### config.mk
export PLATFORM = sky130hd
export DESIGN_NAME = phy_mgmt_regs
export DESIGN_NICKNAME = d
export VERILOG_FILES = /design/src/rtl/phy_mgmt_pkg.sv /design/src/rtl/phy_mgmt_decode.sv /design/src/rtl/phy_mgmt_store.sv /design/src/rtl/phy_mgmt_regs.sv
export SDC_FILE = /design/constraint.sdc
export NUM_CORES = 1
export LEC_CHECK = 0
export ABC_AREA = 1
export BUFFER_PORTS_ARGS = -buffer_cell sky130_fd_sc_hd__buf_2
export CORE_MARGIN = 10
export CORE_UTILIZATION = 25
export DETAILED_ROUTE_END_ITERATION = 10
export MAX_ROUTING_LAYER = met4
export PLACE_DENSITY = 0.41
export REMOVE_ABC_BUFFERS = 1
export SLEW_MARGIN = 20
export SYNTH_ARGS = -nofsm -noshare
export SYNTH_HDL_FRONTEND = slang
export SYNTH_SLANG_ARGS = --single-unit
### constraint.sdc
create_clock -name clk -period 0.95 [get_ports clk]
set_clock_uncertainty 0.15 [all_clocks]
set_input_delay 0.19 -clock clk [delete_from_list [all_inputs] [get_ports clk]]
set_output_delay 0.19 -clock clk [all_outputs]
set_load 0.1 [all_outputs]
### src/rtl/phy_mgmt_pkg.sv
package phy_mgmt_pkg;
    localparam int DW = 16;
    localparam int SOFT_RST_BIT = 15;

    typedef enum logic [2:0] {
        RC_CTRL,
        RC_STAT,
        RC_ID_HI,
        RC_ID_LO,
        RC_ADV,
        RC_LPA,
        RC_ZERO
    } reg_cls_e;

    typedef enum logic {
        ACC_IDLE,
        ACC_RESP
    } acc_state_e;

    localparam logic [DW-1:0] CTRL_RST  = 16'h3100;
    localparam logic [DW-1:0] STAT_BASE = 16'h7848;
    localparam logic [DW-1:0] STAT_LINK = 16'h0024;
    localparam logic [DW-1:0] ADV_RST   = 16'h01E1;
    localparam logic [DW-1:0] LPA_BASE  = 16'h0080;
    localparam logic [DW-1:0] LPA_LINK  = 16'h0161;
    localparam logic [DW-1:0] NO_RESP   = 16'hFFFF;
endpackage

### src/rtl/phy_mgmt_decode.sv
module phy_mgmt_decode
    import phy_mgmt_pkg::*;
#(
    parameter int AW = 5
) (
    input  logic [AW-1:0] cfg_addr,
    input  logic [AW-1:0] acc_addr,
    input  logic [AW-1:0] acc_reg,
    output logic          hit,
    output reg_cls_e      cls
);
    assign hit = (cfg_addr == acc_addr);

    always_comb begin
        case (acc_reg)
            AW'(0):  cls = RC_CTRL;
            AW'(1):  cls = RC_STAT;
            AW'(2):  cls = RC_ID_HI;
            AW'(3):  cls = RC_ID_LO;
            AW'(4):  cls = RC_ADV;
            AW'(5):  cls = RC_LPA;
            default: cls = RC_ZERO;
        endcase
    end
endmodule

### src/rtl/phy_mgmt_store.sv
module phy_mgmt_store
    import phy_mgmt_pkg::*;
(
    input  logic          clk,
    input  logic          rst_n,
    input  logic          link_up,
    input  logic          wr_en,
    input  reg_cls_e      cls,
    input  logic [DW-1:0] wr_data,
    output logic [DW-1:0] ctrl_word,
    output logic [DW-1:0] adv_word,
    output logic [DW-1:0] stat_word,
    output logic [DW-1:0] lpa_word
);
    logic [DW-1:0] ctrl_r;
    logic [DW-1:0] adv_r;
    logic          link_r;

    always_ff @(posedge clk or negedge rst_n) begin
        if (!rst_n) begin
            ctrl_r <= CTRL_RST;
            adv_r  <= ADV_RST;
            link_r <= 1'b0;
        end else begin
            link_r <= link_up;
            if (wr_en) begin
                case (cls)
                    RC_CTRL: begin
                        if (wr_data[SOFT_RST_BIT]) begin
                            ctrl_r <= CTRL_RST;
                            adv_r  <= ADV_RST;
                        end else begin
                            ctrl_r <= wr_data;
                        end
                    end
                    RC_ADV:  adv_r <= wr_data;
                    default: ;
                endcase
            end
        end
    end

    assign ctrl_word = ctrl_r;
    assign adv_word  = adv_r;
    assign stat_word = link_r ? (STAT_BASE | STAT_LINK) : STAT_BASE;
    assign lpa_word  = link_r ? (LPA_BASE | LPA_LINK) : LPA_BASE;
endmodule

### src/rtl/phy_mgmt_regs.sv
module phy_mgmt_regs
    import phy_mgmt_pkg::*;
#(
    parameter int            AW    = 5,
    parameter logic [15:0]   ID_HI = 16'h0007,
    parameter logic [15:0]   ID_LO = 16'hC0F1
) (
    input  logic          clk,
    input  logic          rst_n,
    input  logic          link_up,
    input  logic [AW-1:0] phy_addr,
    input  logic [AW-1:0] acc_addr,
    input  logic [AW-1:0] acc_reg,
    input  logic          rd_stb,
    input  logic          wr_stb,
    input  logic [15:0]   wr_data,
    output logic [15:0]   rd_data,
    output logic          rd_valid
);
    logic          addr_hit;
    reg_cls_e      cls;
    logic [DW-1:0] ctrl_q;
    logic [DW-1:0] anar_q;
    logic [DW-1:0] stat_w;
    logic [DW-1:0] lpa_w;
    logic [DW-1:0] rd_mux;
    logic [DW-1:0] rd_data_q;
    acc_state_e    state_q;
    acc_state_e    state_d;

    phy_mgmt_decode #(.AW(AW)) u_dec (
        .cfg_addr (phy_addr),
        .acc_addr (acc_addr),
        .acc_reg  (acc_reg),
        .hit      (addr_hit),
        .cls      (cls)
    );

    phy_mgmt_store u_store (
        .clk       (clk),
        .rst_n     (rst_n),
        .link_up   (link_up),
        .wr_en     (wr_stb & addr_hit),
        .cls       (cls),
        .wr_data   (wr_data),
        .ctrl_word (ctrl_q),
        .adv_word  (anar_q),
        .stat_word (stat_w),
        .lpa_word  (lpa_w)
    );

    always_comb begin
        if (!addr_hit) begin
            rd_mux = NO_RESP;
        end else begin
            case (cls)
                RC_CTRL:  rd_mux = ctrl_q;
                RC_STAT:  rd_mux = stat_w;
                RC_ID_HI: rd_mux = ID_HI;
                RC_ID_LO: rd_mux = ID_LO;
                RC_ADV:   rd_mux = anar_q;
                RC_LPA:   rd_mux = lpa_w;
                default:  rd_mux = '0;
            endcase
        end
    end

    always_comb begin
        unique case (state_q)
            ACC_IDLE: state_d = rd_stb ? ACC_RESP : ACC_IDLE;
            ACC_RESP: state_d = rd_stb ? ACC_RESP : ACC_IDLE;
        endcase
    end

    always_ff @(posedge clk or negedge rst_n) begin
        if (!rst_n) begin
            state_q   <= ACC_IDLE;
            rd_data_q <= '0;
        end else begin
            state_q <= state_d;
            if (rd_stb) rd_data_q <= rd_mux;
        end
    end

    always_comb begin
        rd_valid = (state_q == ACC_RESP);
        rd_data  = rd_data_q;
    end
endmodule


Word level (Yosys, flattened, before mapping)
Index checks and enable logic that the tools add are counted.
- $add $sub $neg: 0
- multiply operators: 0
- div/mod/pow operators: 0
- $lt $le $gt $ge: 0
- eq/ne operators: 12
- shifts and indexed selects: 0
- mux-type cells: 9
- bitwise gates (word level): 1
- reduce and logical (&&, ||, !) cells: 5
- operator list (kind ; number):
    one-hot mux 16 bit (6 select lines) ; 1
    2-to-1 mux 16 bit ; 2
    one-hot mux 16 bit (2 select lines) ; 1
    one-hot mux 3 bit (6 select lines) ; 1
    2-to-1 mux 15 bit ; 1
    == test 5 x 2 -> 1 bit (second input constant) ; 2
    == test 5 x 3 -> 1 bit (second input constant) ; 2
    2-to-1 mux 9 bit ; 1
    == test 3 x 2 -> 1 bit (second input constant) ; 2
    == test 3 bit (second input constant) ; 2
    2-to-1 mux 6 bit ; 1
    == test 5 x 1 -> 1 bit (second input constant) ; 1
    == test 5 bit ; 1
    logical NOT 5 bit ; 1
    == test 3 x 1 -> 1 bit (second input constant) ; 1
    logical NOT 3 bit ; 1
    AND reduction 3 bit ; 1
    inequality test 2 bit (second input constant) ; 1
    AND reduction 2 bit ; 1
    nonzero test 2 bit ; 1
    AND 1 bit ; 1
    2-to-1 mux 1 bit ; 1
- register bits: 50
- latch bits: 0
- memory bits (writable): 0
- memory bits (read-only): 0
- output and inout port bits: 17
- logic and storage cells: 32
- memories kept: 0

Depth between registers and ports, before layout
Gate-level depths: netlist of the first run.
- depth after elaboration: 5
- mapped depth: 13
- mapped depth without buffers: 13

Modules after synthesis
From an unflattened synthesis of the first run, not the netlist that was laid out.
- cells, all modules: 437
- area total of the unflattened synthesis: 3159.3 um^2
- modules (own cells, without submodules) (module ; times used ; cells an instance ; area an instance (um^2) ; seq. area each (um^2)):
    phy_mgmt_store ; 1 ; 182 ; 1627.8 ; 810.8
    phy_mgmt_regs ; 1 ; 230 ; 1415.1 ; 425.4
    phy_mgmt_decode ; 1 ; 25 ; 116.4 ; 0.0

Least setup slack after synthesis of the first run
No wires, ideal clock.
- kind: input -> register
- from: in acc_reg[3]
- to: reg u_store.adv_r[12], in the netlist u_store.adv_word[12]
- arrival: 1573 ps
- required time: 683 ps
- setup slack: -890 ps
- stages on the path: 12
- buffers on the path: 1
- cell sequence: nor2_4 -> nand3_2 -> ha_1 -> nand2_4 -> nand2_4 -> inv_4 -> nand2_4 -> nor2_4 -> o21ai_4 -> buf_6 -> nand2_2 -> nand2_1
- word-level cells in the longest chain between the ends: 5
- elaborated cells on any way between the ends: 13
- classes of those cells: eq/ne (7); mux (2); reduce/logical (4)
- ends and longest elaborated chain (what ; line ; source):
    from (decl) ; phy_mgmt_regs.sv:13 ; input logic [AW-1:0] acc_reg,
    == test 5 x 3 -> 1 bit (tied with other cells) ; phy_mgmt_decode.sv:15 ; case (acc_reg)
    one-hot mux 3 bit (6 select lines) (*) ; phy_mgmt_decode.sv:15 ;
    == test 3 bit or logical NOT 3 bit (tied branches) ; phy_mgmt_store.sv:27 ; case (cls)
    nonzero test 2 bit (no source line) or inequality test 2 bit (tied branches) ; - ;
    AND reduction 3 bit (no source line) ; - ;
    to (signal assigned) ; phy_mgmt_store.sv:36 ; RC_ADV: adv_r <= wr_data;
    to (decl) ; phy_mgmt_store.sv:16 ; logic [DW-1:0] adv_r;
Every way passes the cells marked *; elsewhere a longest branch is shown, timed or not.
A chain may end at the register's enable or synchronous reset.

Worst setup path in the final report of the first run
- from: in acc_reg[2]
- to: reg u_store.ctrl_r[2], in the netlist u_store.ctrl_word[2]
- word-level cells in the longest chain between the ends: 4
- elaborated cells on any way between the ends: 9
- classes of those cells: eq/ne (5); mux (1); reduce/logical (3)
- ends and longest elaborated chain (what ; line ; source):
    == test 5 x 3 -> 1 bit (tied with other cells) ; phy_mgmt_decode.sv:15 ;
    one-hot mux 3 bit (6 select lines) (*) ; phy_mgmt_decode.sv:15 ;
    logical NOT 3 bit (*) ; phy_mgmt_store.sv:27 ;
    AND reduction 2 bit (no source line) (*) ; - ;
    to (signal assigned) ; phy_mgmt_store.sv:33 ; ctrl_r <= wr_data;
    to (decl) ; phy_mgmt_store.sv:15 ; logic [DW-1:0] ctrl_r;
Marked as above.

==> flow_metrics.py, run 1 <==
metrics = {
    "run_status": {
        "outcome": "complete, but fails checks",
        "violations": "hold timing, setup timing",
    },
    "hold_path": {
        "hold_start": "wr_data[5]",
        "whs_path_depth": 3,
        "hp-class": "in2reg",
        "min_to": "u_store.ctrl_word[5]$_DFFE_PN0P_",
    },
    "floorplan": {
        "die_x_um": 122,
        "fp.dieArea_um2": 14800,
        "io_pins": 53,
        "core.rowCount": 37,
        "die_y_um": 122,
        "core_area_um2": 10200,
        "initial_core_util_pct": 25.3,
    },
    "setup_path": {
        "required_ns": 1.00,
        "cpPeakStageDelay_ns": 0.24,
        "crit_chain": "buf_8 > nor2_4 > nand3_4 > ha_4 > nand2_4 > nand2_4 > inv_4 > nand3_4 > nor3_4 > buf_6 > buf_8 > buf_16 > o21ai_1",
        "r2r-end": "rd_data[6]$_DFFE_PN0P_",
        "crit_fanout": 5,
        "rr_startpoint": "u_store.link_r$_DFF_PN0_",
        "r2r_slack_ns": -0.29,
        "slowest_stage": "nor3_4",
        "cp.arrival_ns": 1.64,
        "reg2reg_depth": 4,
        "worstSetupStartpointType": "input pin",
        "worst-setup-path-type": "in2reg",
        "cp-end-kind": "flop",
    },
    "pwr": {
        "p_per_area_nw_per_um2": 1090,
        "p_leak_uw": 0.00221,
        "p_total_uw": 5000,
        "peakVddDrop_mv": 0.595,
    },
    "sta": {
        "setup-tns-final_ns": -31.17,
        "whs_ns": -0.00534,
        "period_minus_slack_ns": 1.59,
        "rsz0062_at_grt": "true",
        "hold_viol_final": 1,
        "drv_slew": 0,
        "fin_crit_sh_pct": 168,
        "relSlewSlack_pct": 81.3,
        "setup_viol": 64,
        "fin_ws_ns": -0.645,
        "fmax_mhz": 627,
        "max_slew.worst_pin.slew_ns": 0.280,
    },
    "synth": {
        "netlist_area_um2": 2580,
        "synth_cells": 315,
        "synth_cell_types": 30,
        "synth_area_leaders": "dfrtp_1 (40%), nand3_1 (8.5%), dfstp_2 (8.2%)",
        "ys_seq_elements": 49,
        "yosysTopAreaCell": "dfrtp_1",
        "ys_warn_count": 0,
        "seq_area_frac_synth_pct": 47.9,
        "synth_top_area_share_pct": 39.8,
        "synth.avg_cell_area_um2": 8.19,
    },
    "detailed_routing": {
        "drc": 0,
        "wl_per_cell_um": 14.8,
        "drt_iter0_drc": 126,
        "vias": 2656,
        "vias_per_cell": 4.46,
        "final_antenna_net_count": 0,
        "drt-total-wl_um": 8820,
        "first_pass_iters": 4,
    },
    "final_layout": {
        "area_delta_synth_final_pct": 77.5,
        "nets": 497,
        "fin_area_um2": 4580,
        "insertedDiodeCount": 0,
        "multi_input_comb_area_um2": 1420,
        "regArea_um2": 1240,
        "final.fill_count": 1000,
        "finish.utilization_pct": 45.0,
        "drive_above_1_share_pct": 51.7,
    },
    "clock_tree": {
        "cts_buffers": 5,
        "htree_levels": 2,
        "clk_pin_slew_ns": 0.08,
        "cts_root_buf": "clkbuf_8",
        "cts_tree": "yes",
        "clkSinkCount": 49,
        "clkLatencyLatePin_ns": 0.31,
        "clk_path_buf_depth": 2,
    },
    "grt": {
        "grt.total_usage_pct": 12.5,
        "antenna_found_initial": 0,
        "grt_pass1_wl_um": 14100,
        "grt_max_degree": 26,
        "grt_pass1_vias": 2699,
        "grt-ovfl-total": 0,
    },
    "flow_run": {
        "drv_cap": 0,
    },
    "placed_design": {
        "place_area_um2": 3690,
        "io_buffers": 52,
        "hpwl_um": 6370,
        "place.gp.congestion": 0.889,
    },
}
-- flip-flops by register name, indices dropped and copies added, names as in the netlist --
name	cells
rd_valid	1
rd_data	16
u_store.link_r	1
u_store.adv_word	16
u_store.ctrl_word	15
-- logic make-up after synthesis --
logic type	count (synthesis)	share of synthesized area, %
and+or+nand+nor	160	30.0
adders and majority gates	2	0.970
DFF	49	47.9
xor gates and xnor gates	3	1.02
buffers and inverters	49	8.15
AOI/OAI and AO/OA	52	11.9
-- timing repair --
item / CTS / global route
hold buffers: 14 / 0
pin swaps: 29 / 18
hold endpoints to repair: 68 / 0
endpoints found under the setup margin: 64 / 64
setup buffers: 17 / 7
cloned: 3 / 1
resized for setup: 67 / 43
-- worst max-delay path: cells and delay by family --
kind | cells | cell delay, ns
adders and majority gates | 1 | 0.17
buffers and inverters | 5 | 0.56
and+or+nand+nor | 6 | 0.66
AOI/OAI and AO/OA | 1 | 0.05
-- synthesized netlist by cell type --
library cell / n
nor3_2: 1
a21oi_2: 6
nand2_2: 8
o21a_1: 1
o211ai_1: 2
o21bai_1: 1
nand3_1: 44
inv_4: 1
o21ai_4: 1
xor2_1: 3
buf_4: 4
nor2_2: 1
o21ai_0: 10
a21oi_1: 15
dfrtp_1: 41
nand2_1: 56
nor2_4: 4
buf_2: 1
ha_1: 2
nand3_2: 1
a31oi_1: 2
nand2_4: 4
nand4_1: 4
o21ai_1: 14
nor2_1: 36
buf_6: 1
clkbuf_1: 5
inv_1: 37
nand3_4: 1
dfstp_2: 8
-- placed cells by master (no fill, tap or decap), drive strengths merged --
master and instances:
a21oi 21, a31oi 2, buf 133, clkbuf 7, clkinv 1, clkinvlp 1
dfrtp 41, dfstp 8, dlygate4sd3 14, ha 2, inv 38, nand2 68
nand3 46, nand4 4, nor2 41, nor3 1, o211ai 2, o21a 1
o21ai 25, o21bai 1, xor2 3
-- final cells by class --
type | count | share of cell area, %
Inverter | 38 | 3.25
Tap cell | 136 | 3.72
Clock buffer | 6 | 1.59
Timing Repair Buffer | 148 | 33.2
Clock inverter | 2 | 0.301
Multi-Input combinational cell | 217 | 31.0
Sequential cell | 49 | 27.0
-- where the power goes --
group	switching (µW)	internal, µW	total [µW]
combinational	731	611	1340
sequential	110	2260	2370
clock	758	527	1280
-- how the worst max path moves through the flow --
| stage | from | to | cells after the start |
|---|---|---|---|
| floorplan | acc_reg[3] | u_store.ctrl_word[8]$_DFFE_PN1P_ | 10 |
| global placement | acc_reg[2] | rd_data[14]$_DFFE_PN0P_ | 12 |
| detailed placement | acc_reg[4] | rd_data[14]$_DFFE_PN0P_ | 11 |
| CTS | acc_reg[2] | u_store.ctrl_word[5]$_DFFE_PN0P_ | 14 |
| global route | acc_reg[2] | u_store.ctrl_word[5]$_DFFE_PN0P_ | 13 |
| finish | acc_reg[2] | u_store.ctrl_word[2]$_DFFE_PN0P_ | 13 |
-- stage by stage --
stage / setup WS, ns / cells / hold slack (ns)
2_1_floorplan: -1.57 / 304 / -0.256
3_3_place_gp: -1.07 / 548 / 0.0418
5_1_grt: -0.710 / 596 / 0.00352
4_1_cts: -0.585 / 589 / 0.0000659
3_5_place_dp: -1.08 / 548 / 0.0422
6_report: -0.645 / 596 / -0.00534
-- routing by layer --
layer	wire length, µm	GRT usage, %	up-vias
met5	0	-	-
met4	106	3.50	0
met3	457	2.50	11
met2	4190	19.2	61
met1	4070	16.2	1273
li1	-	-	1311
No activity file was read; power rests on OpenSTA's default activity.
==> run 2, diff against run 1 <==
Settings changed: SETUP_SLACK_MARGIN from default to 0.4.
==> flow_metrics.py, run 2 (synthesis results as in run 1) <==
metrics = {
    "detailed_routing": {
        "vias_per_cell": 4.44,
        "first_pass_iters": 4,
        "drt-total-wl_um": 8900,
        "drt_iter0_drc": 91,
        "final_antenna_net_count": 0,
        "vias": 2595,
        "wl_per_cell_um": 15.2,
        "drc": 0,
    },
    "sta": {
        "fin_ws_ns": -0.628,
        "period_minus_slack_ns": 1.58,
        "rsz0062_at_grt": "true",
        "drv_slew": 0,
        "whs_ns": -0.302,
        "max_slew.worst_pin.slew_ns": 0.284,
        "setup_viol": 64,
        "hold_viol_final": 67,
        "fin_crit_sh_pct": 166,
        "relSlewSlack_pct": 80.8,
        "fmax_mhz": 634,
    },
    "floorplan": {
        "core_area_um2": 10200,
        "die_x_um": 122,
        "fp.dieArea_um2": 14800,
        "io_pins": 53,
        "core.rowCount": 37,
        "initial_core_util_pct": 25.3,
        "die_y_um": 122,
    },
    "grt": {
        "grt.total_usage_pct": 12.4,
        "grt_pass1_wl_um": 14100,
        "grt_pass1_vias": 2674,
        "antenna_found_initial": 0,
        "grt_max_degree": 26,
        "grt-ovfl-total": 0,
    },
    "final_layout": {
        "drive_above_1_share_pct": 54.1,
        "area_delta_synth_final_pct": 73.5,
        "layout_common_cells": "buf_4 (59), dfrtp_1 (41), nand2_1 (34), inv_1 (33)",
        "final_cells": 585,
        "final_common_cell": "buf_4",
        "fin_area_um2": 4470,
        "nets": 486,
        "insertedDiodeCount": 0,
        "final.fill_count": 999,
    },
    "run_status": {
        "violations": "hold timing, setup timing",
        "outcome": "complete, but fails checks",
    },
    "pwr": {
        "p_total_uw": 4940,
        "p_leak_uw": 0.00219,
        "peakVddDrop_mv": 0.593,
        "p_per_area_nw_per_um2": 1100,
    },
    "setup_path": {
        "slowest_stage": "o21ai_0",
        "cpPeakStageDelay_ns": 0.25,
        "critPathBufInv": 4,
        "r2r_slack_ns": -0.30,
        "crit_chain": "buf_8 > nor2_4 > nand3_4 > ha_4 > nand2_4 > nand2_4 > inv_4 > nand3_4 > buf_4 > buf_4 > o21ai_0 > a21oi_2 > nor2_1",
        "cp.arrival_ns": 1.68,
        "crit_fanout": 5,
        "required_ns": 1.05,
        "critical_path.top_delay_family": "simple AND/OR/NAND/NOR gates",
        "cp-end-kind": "flop",
        "worstSetupStartpointType": "input pin",
        "worst-setup-path-type": "in2reg",
    },
    "placed_design": {
        "hpwl_um": 6370,
        "io_buffers": 52,
        "place.gp.congestion": 0.889,
        "place_area_um2": 3690,
        "place_inst": 548,
    },
    "clock_tree": {
        "clk_path_buf_depth": 2,
        "cts_root_buf": "clkbuf_8",
        "htree_levels": 2,
        "clkSinkCount": 49,
        "clk_pin_slew_ns": 0.10,
        "clkLatencyLatePin_ns": 0.31,
        "cts_tree": "yes",
        "cts_buffers": 5,
    },
    "hold_path": {
        "hp-class": "in2async",
    },
    "flow_run": {
        "drv_cap": 0,
    },
}
==> run 2: cell types whose count changed in the layout (fill, tap and decap cells not counted), moves of 2 or more <==
cell,previous run,this run
o21ai_1,8,14
buf_6,15,17
a21oi_1,8,6
nand2_2,20,23
nand2_1,38,34
dlygate4sd3_1,14,0
nand3_1,31,29
o21ai_2,12,7
a21oi_2,13,15
nand3_4,2,4
==> run 2: power by group <==
group / total (µW) / switching (µW) / internal (µW)
logic: 1280 / 724 / 552
registers: 2370 / 106 / 2260
clock network: 1290 / 763 / 527
==> run 2: path summary, 6_finish.rpt <==
check | cells after the start | to | from
setup / recovery | 13 | rd_data[8]$_DFFE_PN0P_ | acc_reg[2]
hold / removal | 2 | u_store.adv_word[13]$_DFFE_PN0P_ | rst_n
setup reg to reg | 4 | rd_data[6]$_DFFE_PN0P_ | u_store.link_r$_DFF_PN0_
hold reg to reg | 2 | u_store.adv_word[5]$_DFFE_PN1P_ | u_store.adv_word[5]$_DFFE_PN1P_
max in group asynchronous | 2 | u_store.adv_word[7]$_DFFE_PN1P_ | rst_n
min in group clk | 1 | u_store.link_r$_DFF_PN0_ | link_up
==> run 2: layer usage <==
| layer | wire [µm] | track usage [%] |
|---|---|---|
| met5 | 0 | - |
| met4 | 128 | 3.50 |
| met3 | 486 | 2.87 |
| met2 | 4190 | 19.2 |
| met1 | 4090 | 15.9 |
==> run 2: cell type report <==
cell class,instances,area [µm²],share of cell area (%)
multi-input cells,217,1440,32.2
inverters,38,149,3.33
well taps,136,170,3.80
clock buffers,6,72.6,1.62
flip-flops and latches,49,1240,27.6
repair buffers,137,1390,31.1
clock inverters,2,13.8,0.308
==> run 2: stage by stage <==
stage                     utilization (%)  setup WS [ns]  TNS [ns]
after floorplan                         -          -1.57    -57.25
after global placement               36.2          -1.07    -43.95
after detailed placement             36.2          -1.08    -45.19
after CTS                            41.5         -0.585    -29.60
after global routing                 43.9         -0.700    -35.07
final                                43.9         -0.628    -30.80
==> run 2: repair_timing <==
item | in CTS | in global routing
pin swaps | 29 | 20
gates cloned | 4 | 1
gates resized for setup | 69 | 43
setup endpoints to repair | 64 | 64
hold endpoints to repair | 69 | 61
buffers inserted | 17 | 7
==> run 3, diff against run 2 <==
Settings changed: CELL_PAD_IN_SITES_DETAIL_PLACEMENT from default to 1, CELL_PAD_IN_SITES_GLOBAL_PLACEMENT from default to 2, PLACE_DENSITY 0.41 to 0.64.
==> flow_metrics.py, run 3 (synthesis results as in run 1) <==
metrics = {
    "run_status": {
        "outcome": "complete, but fails checks",
        "violations": "hold timing, setup timing",
    },
    "clock_tree": {
        "cts_tree": "yes",
        "clk_pin_slew_ns": 0.09,
        "clk_path_buf_depth": 2,
        "cts_buffers": 5,
        "htree_levels": 2,
        "cts_root_buf": "clkbuf_8",
        "clkLatencyLatePin_ns": 0.30,
        "clkSinkCount": 49,
    },
    "final_layout": {
        "final.fill_count": 1201,
        "drive_above_1_share_pct": 59.7,
        "finish.utilization_pct": 44.9,
        "final_cells": 578,
        "final_common_cell": "buf_4",
        "regArea_um2": 1240,
        "insertedDiodeCount": 0,
        "multi_input_comb_area_um2": 1580,
        "area_delta_synth_final_pct": 77.4,
        "nets": 479,
        "layout_common_cells": "buf_4 (56), dfrtp_1 (41), inv_1 (32), buf_2 (31), nor2_1 (29)",
    },
    "grt": {
        "antenna_found_initial": 0,
        "grt.total_usage_pct": 13.0,
        "grt_pass1_vias": 2892,
        "grt_pass1_wl_um": 15200,
        "grt-ovfl-total": 0,
        "grt_max_degree": 50,
    },
    "flow_run": {
        "drv_cap": 0,
    },
    "sta": {
        "max_slew.worst_pin.slew_ns": 0.325,
        "fin_crit_sh_pct": 163,
        "drv_slew": 0,
        "fmax_mhz": 647,
        "relSlewSlack_pct": 78.3,
        "fin_ws_ns": -0.595,
        "period_minus_slack_ns": 1.54,
        "setup_viol": 64,
        "hold_viol_final": 57,
        "rsz0062_at_grt": "true",
        "whs_ns": -0.281,
    },
    "setup_path": {
        "crit_fanout": 8,
        "required_ns": 1.04,
        "worstSetupStartpointType": "input pin",
        "worst-setup-path-type": "in2reg",
        "r2r_slack_ns": -0.30,
        "rr_startpoint": "u_store.link_r$_DFF_PN0_",
        "cp.arrival_ns": 1.63,
        "cp-end-kind": "flop",
        "reg2reg_depth": 4,
        "r2r-end": "rd_data[5]$_DFFE_PN0P_",
    },
    "placed_design": {
        "hpwl_um": 6660,
        "place_inst": 550,
        "place.gp.congestion": 0.787,
        "io_buffers": 52,
    },
    "floorplan": {
        "die_x_um": 122,
        "core.rowCount": 37,
        "die_y_um": 122,
        "initial_core_util_pct": 25.3,
        "core_area_um2": 10200,
        "io_pins": 53,
        "fp.dieArea_um2": 14800,
    },
    "pwr": {
        "p_per_area_nw_per_um2": 1160,
        "p_leak_uw": 0.00219,
        "peakVddDrop_mv": 0.565,
        "p_total_uw": 5310,
    },
    "detailed_routing": {
        "vias_per_cell": 4.43,
        "first_pass_iters": 4,
        "final_antenna_net_count": 0,
        "wl_per_cell_um": 16.1,
        "drt-total-wl_um": 9280,
        "drc": 0,
        "drt_iter0_drc": 92,
        "vias": 2563,
    },
    "hold_path": {
        "hp-class": "in2async",
    },
}
-- run 3: cell count changes in the layout (fill, tap and decap cells not counted), moves of 4 or more --
| cell | change |
|---|---|
| o21ai_2 | +7 |
| nand2_2 | +5 |
| nand2_1 | -6 |
| o21ai_1 | -5 |
| nand3_2 | +9 |
| nand3_1 | -11 |
| buf_6 | -4 |
-- run 3: critical path, stage by stage --
cell and delay (ns):
buf_8 0.08, inv_4 0.03, nor2_4 0.13, nand2_4 0.08, buf_8 0.15, nand2_2 0.08, nand2_4 0.07, nand2_4 0.08
nor2_4 0.05, buf_6 0.12, o21ai_4 0.25, clkbuf_16 0.22, nand2_2 0.04, nand2_1 0.04
-- run 3: timing repair --
item / in CTS / in global routing
buffers inserted: 13 / 5
endpoints found under the hold margin: 64 / 52
endpoints found under the setup margin: 64 / 64
gates resized for setup: 66 / 94
gates cloned: 1 / 1
pin swaps: 19 / 27
-- run 3: worst max-delay path by stage --
stage | from | to | slack, ns
2_1_floorplan | acc_reg[3] | u_store.ctrl_word[8]$_DFFE_PN1P_ | -1.57
3_3_place_gp | acc_reg[2] | rd_data[12]$_DFFE_PN0P_ | -1.10
3_5_place_dp | acc_reg[2] | rd_data[12]$_DFFE_PN0P_ | -1.11
4_1_cts | acc_reg[2] | rd_data[12]$_DFFE_PN0P_ | -0.59
5_1_grt | acc_reg[3] | u_store.adv_word[2]$_DFFE_PN0P_ | -0.67
6_report | acc_reg[2] | u_store.adv_word[2]$_DFFE_PN0P_ | -0.59
-- run 3: layout make-up --
type / instances / area share [%]
multi-input combinational: 217 / 34.6
clock inverter: 1 / 0.656
timing repair buffer: 130 / 28.7
inverter: 38 / 3.42
sequential: 49 / 27.0
clock buffer: 7 / 1.89
tap: 136 / 3.72
-- run 3: power by group --
| part | internal [µW] | switching [µW] | leakage, µW |
|---|---|---|---|
| clock | 860 | 716 | 0.0000585 |
| combinational | 584 | 767 | 0.00162 |
| sequential | 2260 | 117 | 0.000519 |
| total | 3710 | 1600 | 0.00219 |
-- run 3: metal layers --
metal / wire length, µm / up-vias / global-route usage (%)
met4: 65 / 0 / 2.24
met1: 4230 / 1260 / 16.1
met2: 4760 / 28 / 21.9
li1: - / 1271 / -
met5: 0 / - / -
met3: 224 / 4 / 2.36
-- run 3: per-stage QoR --
stage                     instance area [µm²]  setup WS, ns  TNS [ns]
after floorplan                          2510         -1.57    -57.25
after global placement                   3690         -1.10    -44.72
after detailed placement                 3690         -1.11    -46.01
after CTS                                4170        -0.587    -31.50
after global routing                     4570        -0.670    -34.82
final                                    4570        -0.595    -30.72
